==> config.mk <==
export PLATFORM = sky130hd
export DESIGN_NAME = dpe_unit
export DESIGN_NICKNAME = d
export VERILOG_FILES = /design/src/rtl/dpe_pkg.sv /design/src/rtl/dpe_entry_marks.sv /design/src/rtl/dpe_reg_marks.sv /design/src/rtl/dpe_err_report.sv /design/src/rtl/dpe_unit.sv
export SDC_FILE = /design/constraint.sdc
export NUM_CORES = 1
export LEC_CHECK = 0
export ABC_AREA = 0
export ABC_CLOCK_PERIOD_IN_PS = 3150
export BUFFER_PORTS_ARGS = -buffer_cell sky130_fd_sc_hd__buf_2
export CAP_MARGIN = 20
export CELL_PAD_IN_SITES_DETAIL_PLACEMENT = 0
export CELL_PAD_IN_SITES_GLOBAL_PLACEMENT = 1
export CORE_ASPECT_RATIO = 1.5
export CORE_MARGIN = 10
export CORE_UTILIZATION = 25
export CTS_BUF_LIST = sky130_fd_sc_hd__clkbuf_4 sky130_fd_sc_hd__clkbuf_8
export DETAILED_ROUTE_END_ITERATION = 10
export GPL_TIMING_DRIVEN = 0
export PLACE_DENSITY = 0.64
export SETUP_SLACK_MARGIN = 0.2
export SLEW_MARGIN = 40
export SYNTH_ARGS = -nofsm -noshare
export SYNTH_HDL_FRONTEND = slang
export SYNTH_SLANG_ARGS = --single-unit
==> constraint.sdc <==
create_clock -name clk -period 3.15 [get_ports clk]
set_input_delay 0.4725 -clock clk [delete_from_list [all_inputs] [get_ports clk]]
set_output_delay 0.4725 -clock clk [all_outputs]
set_load 0.03 [all_outputs]
==> src/rtl/dpe_pkg.sv <==
package dpe_pkg;
  typedef enum logic {
    SRC_COMMIT = 1'b0,
    SRC_READ   = 1'b1
  } err_src_e;
endpackage

==> src/rtl/dpe_entry_marks.sv <==
module dpe_entry_marks #(
  parameter int QDEPTH = 16,
  parameter int QW     = 4
) (
  input  logic              clk,
  input  logic              rst_n,
  input  logic              issue_valid,
  input  logic [QW-1:0]     issue_idx,
  input  logic              issue_set,
  input  logic              squash_valid,
  input  logic [QW-1:0]     squash_idx,
  input  logic              commit_valid,
  input  logic [QW-1:0]     commit_idx,
  output logic [QDEPTH-1:0] marks
);
  for (genvar e = 0; e < QDEPTH; e++) begin : g_entry
    logic hit_issue, hit_clear;
    assign hit_issue = issue_valid && (issue_idx == QW'(e));
    assign hit_clear = (squash_valid && (squash_idx == QW'(e))) ||
                       (commit_valid && (commit_idx == QW'(e)));
    always_ff @(posedge clk) begin
      if (!rst_n)         marks[e] <= 1'b0;
      else if (hit_issue) marks[e] <= issue_set;
      else if (hit_clear) marks[e] <= 1'b0;
    end
  end

  // squash without a competing issue leaves the entry clean
  p_squash_drop_r4: assert property (@(posedge clk) disable iff (!rst_n)
    (squash_valid && !(issue_valid && issue_idx == squash_idx))
      |=> !marks[$past(squash_idx)]);

  // issue and squash together: the new occupant's mark wins
  p_issue_wins_r13: assert property (@(posedge clk) disable iff (!rst_n)
    (issue_valid && squash_valid && issue_idx == squash_idx)
      |=> marks[$past(issue_idx)] == $past(issue_set));
endmodule

==> src/rtl/dpe_reg_marks.sv <==
module dpe_reg_marks #(
  parameter int NREGS = 32,
  parameter int RW    = 5
) (
  input  logic             clk,
  input  logic             rst_n,
  input  logic             wr_valid,
  input  logic [RW-1:0]    wr_reg,
  input  logic             wr_mark,
  output logic [NREGS-1:0] marks
);
  for (genvar r = 0; r < NREGS; r++) begin : g_reg
    always_ff @(posedge clk) begin
      if (!rst_n)                              marks[r] <= 1'b0;
      else if (wr_valid && wr_reg == RW'(r))   marks[r] <= wr_mark;
    end
  end

  p_mark_follows_r5: assert property (@(posedge clk) disable iff (!rst_n)
    wr_valid |=> marks[$past(wr_reg)] == $past(wr_mark));
endmodule

==> src/rtl/dpe_err_report.sv <==
module dpe_err_report
  import dpe_pkg::*;
#(
  parameter int IW = 5
) (
  input  logic          clk,
  input  logic          rst_n,
  input  logic          commit_hit,
  input  logic [IW-1:0] commit_idx,
  input  logic          read_hit,
  input  logic [IW-1:0] read_idx,
  output logic          err_valid,
  output logic          err_at_read,
  output logic [IW-1:0] err_idx
);
  err_src_e src_q;

  always_ff @(posedge clk) begin
    if (!rst_n) begin
      err_valid <= 1'b0;
      src_q     <= SRC_COMMIT;
      err_idx   <= '0;
    end else begin
      err_valid <= commit_hit || read_hit;
      if (commit_hit) begin
        src_q   <= SRC_COMMIT;
        err_idx <= commit_idx;
      end else if (read_hit) begin
        src_q   <= SRC_READ;
        err_idx <= read_idx;
      end
    end
  end

  assign err_at_read = (src_q == SRC_READ);

  p_commit_first_r10: assert property (@(posedge clk) disable iff (!rst_n)
    (commit_hit && read_hit) |=> (err_valid && !err_at_read));
endmodule

==> src/rtl/dpe_unit.sv <==
module dpe_unit #(
  parameter int QDEPTH = 16,
  parameter int NREGS  = 32,
  localparam int QW = $clog2(QDEPTH),
  localparam int RW = $clog2(NREGS),
  localparam int IW = (QW > RW) ? QW : RW
) (
  input  logic             clk,
  input  logic             rst_n,
  input  logic             defer_mode,
  input  logic             issue_valid,
  input  logic [QW-1:0]    issue_idx,
  input  logic             issue_parity_err,
  input  logic             issue_anti,
  input  logic             squash_valid,
  input  logic [QW-1:0]    squash_idx,
  input  logic             commit_valid,
  input  logic [QW-1:0]    commit_idx,
  input  logic             commit_dst_valid,
  input  logic [RW-1:0]    commit_dst,
  input  logic             rd_valid,
  input  logic [RW-1:0]    rd_reg,
  output logic             err_valid,
  output logic             err_at_read,
  output logic [IW-1:0]    err_idx,
  output logic [NREGS-1:0] reg_marks
);
  logic [QDEPTH-1:0] entry_marks;
  logic commit_mark, commit_hit, read_hit, wr_valid, wr_mark;

  dpe_entry_marks #(.QDEPTH(QDEPTH), .QW(QW)) u_entries (
    .clk(clk), .rst_n(rst_n),
    .issue_valid(issue_valid), .issue_idx(issue_idx),
    .issue_set(issue_parity_err && !issue_anti),
    .squash_valid(squash_valid), .squash_idx(squash_idx),
    .commit_valid(commit_valid), .commit_idx(commit_idx),
    .marks(entry_marks)
  );

  assign commit_mark = entry_marks[commit_idx];
  // with a destination in deferred mode the mark travels instead of firing
  assign commit_hit  = commit_valid && commit_mark &&
                       !(defer_mode && commit_dst_valid);
  assign wr_valid    = commit_valid && commit_dst_valid;
  assign wr_mark     = defer_mode && commit_mark;

  dpe_reg_marks #(.NREGS(NREGS), .RW(RW)) u_regs (
    .clk(clk), .rst_n(rst_n),
    .wr_valid(wr_valid), .wr_reg(commit_dst), .wr_mark(wr_mark),
    .marks(reg_marks)
  );

  assign read_hit = rd_valid && reg_marks[rd_reg];

  dpe_err_report #(.IW(IW)) u_report (
    .clk(clk), .rst_n(rst_n),
    .commit_hit(commit_hit), .commit_idx(IW'(commit_idx)),
    .read_hit(read_hit), .read_idx(IW'(rd_reg)),
    .err_valid(err_valid), .err_at_read(err_at_read), .err_idx(err_idx)
  );

  p_anti_blocks_r2: assert property (@(posedge clk) disable iff (!rst_n)
    (issue_valid && issue_anti) |=> !entry_marks[$past(issue_idx)]);

  p_commit_err_r3: assert property (@(posedge clk) disable iff (!rst_n)
    (err_valid && !err_at_read)
      |-> ($past(commit_valid) && $past(commit_mark) &&
           err_idx == IW'($past(commit_idx))));

  p_read_err_r6: assert property (@(posedge clk) disable iff (!rst_n)
    (err_valid && err_at_read)
      |-> ($past(rd_valid) && $past(reg_marks[rd_reg]) &&
           err_idx == IW'($past(rd_reg))));

  p_commit_mode_clean_r12: assert property (@(posedge clk) disable iff (!rst_n)
    (!defer_mode && wr_valid) |=> !reg_marks[$past(commit_dst)]);
endmodule

==> impl_metrics.ini <==
[status]
outcome = completed

[cts]
clk_pin_slew_ns = 0.10
clock_path_buffers = 2
cts_setup_buffers = 0
cts-root-buf = clkbuf_8
clkSinkCount = 55
worst_skew_pair.late_latency_ns = 0.32
cts_resized = 0
postCtsHoldBufs = 0
cts_tree = yes
htree_levels = 2
cts_buffers = 5

[job]
cap_violations = 0

[routing]
wl_mm = 10.9
via_count = 3018
route.detailed.drc = 0
final_antenna_net_count = 0
routedWlPerCell_microns = 18.2
wl_met1_mm = 4.43
highest_layer = met4
dr_wl_met2_mm = 5.80
firstDrtPassIters = 5
vias_per_cell = 5.05
wl_met3_microns = 500
drtIter0Drc = 101

[sta]
fmax_mhz = 467
fin_crit_ns = 2.14
finalHoldViolations = 0
max-slew-margin-rel_pct = 55.3
setup_viol = 0
grt_setup_unrepaired = false
slew_viol_final = 0
period_share_pct = 68.0
finClkSkew_ns = 0.0122
tightest_slew_ns = 0.664
fin_setup_tns_ns = 0
fin_ws_ns = 1.01

[grt]
grt.total_usage_pct = 11.5
grt_pass1_vias = 2855
grt_max_degree = 17
grt_pass1_wl_mm = 16.6
grt_overflow_total = 0
antenna_found_initial = 0

[critical_path]
cp-start-kind = primary input
endpoint_kind = flop
critPathKind = primary input to flop
cp.arrival_ns = 2.32
required_ns = 3.33
path_max_fanout = 10

[die]
die_area_sq_mm = 0.0181
die_h_microns = 160
start_util_pct = 25.4
die_width_microns = 113
coreArea_sq_mm = 0.0129
design.portCount = 71
fp-row-count = 51

[logic_synthesis]
synth.net_count = 400
ys_seq_elements = 55
synth_cell_types = 41
synth_warnings = 0
syn_inst = 368
synth_seq_area_share_pct = 33.7
syn_area_per_cell_sq_um = 8.88
synth_edf_count = 0
synth_area_sq_mm = 0.00327
ys_async_sr_fraction_pct = 0
synthFlopType = dfxtp_1

[cells_and_area]
final_common_cell = buf_2
drive_gt1_share_pct = 21.4
nNetsFinal = 471
finalNonFillerCells = 598
area_growth_pct = 19.6
final_cell_mix = buf_2 (70), dfxtp_1 (55), nand2_1 (46)
diodes = 0

[pwr]
p_per_area_mw_per_mm2 = 351
power_w = 0.00137
cellLeakagePower_nw = 1.47
irDropWorstVdd_uv = 210

[placed_design]
pre_cts_ws_ns = 0.546
gp_congestion = 0.882
dp_cells = 591
port_buffers = 64
hpwlAfterDp_mm = 8.68

[worst_hold_path]
min_path_type = flop to flop
state kept, by name, summed over array words and instances (netlist names):
name                  flops
u_report.err_at_read      1
u_report.err_valid        1
u_entries.marks          16
u_report.err_idx          5
u_regs.marks             32
metal layers:
metal	up-vias	GRT usage [%]
met1	1441	12.8
li1	1499	-
met3	10	2.44
met5	-	0
met2	68	21.0
met4	0	3.53
cells by family after synthesis:
group | Yosys count | share of synthesized area, %
DFF | 55 | 33.7
buffers and inverters | 27 | 4.36
muxes | 38 | 16.4
AOI/OAI and AO/OA | 95 | 21.8
and+or+nand+nor | 153 | 23.8
per-stage QoR:
step / instance area, sq um / hold slack, ns / utilization [%]
final: 3910 / 0.472 / 30.3
after global routing: 3910 / 0.478 / 30.3
after CTS: 3900 / 0.475 / 30.3
after detailed placement: 3790 / 0.452 / 29.4
after global placement: 3790 / 0.457 / 29.4
after floorplan: 3270 / 0.462 / -
synthesized netlist by cell type, drive strengths merged, types with 2 or more instances:
cell	n	area (sq um)
a21boi	37	278
a21oi	5	25.0
a22oi	9	67.6
a32oi	7	61.3
and2	2	13.8
and3	3	18.8
and3b	2	17.5
buf	10	68.8
clkbuf	15	66.3
dfxtp	55	1100
inv	2	7.51
mux2i	27	270
mux4	11	267
nand2	46	173
nand2b	8	50.1
nand3	21	105
nand3b	5	37.5
nor2	22	82.6
nor2b	17	106
nor3	7	35.0
nor3b	4	30.0
o211a	2	20.0
o211ai	9	67.6
o21a	4	37.5
o21ai	14	70.1
o311ai	4	35.0
or3	10	62.6
or4	4	30.0
path summary, 6_finish.rpt:
| path | startpoint | to | slack, ns | cells past startpoint |
|---|---|---|---|---|
| setup / recovery | rd_reg[1] | u_report.err_valid | 1.01 | 7 |
| hold / removal | u_report.err_at_read | u_report.err_at_read | 0.47 | 2 |
| setup reg to reg | u_regs.marks[21] | u_report.err_valid | 1.12 | 5 |
| hold reg to reg | u_report.err_at_read | u_report.err_at_read | 0.47 | 2 |
area by class of cell:
class | count | area [sq um]
fill | 1402 | 8980
multi-input combinational | 286 | 2040
sequential | 55 | 1100
timing repair buffer | 64 | 320
tap | 159 | 199
buffer | 25 | 135
clock buffer | 5 | 68.8
clock inverter | 2 | 37.5
inverter | 2 | 7.51
critical path: stages:
cell	delay, ns
buf_6	0.11
buf_12	0.15
mux4_1	0.56
mux2i_1	0.32
mux2i_1	0.19
o21ai_0	0.34
a21boi_0	0.18
where the power goes:
part | internal (W) | total [W] | switching (W)
Sequential | 0.000700 | 0.000703 | 0.00000246
Clock | 0.000233 | 0.000487 | 0.000253
Combinational | 0.0000671 | 0.000183 | 0.000116
(Power assumes the default switching activity.)
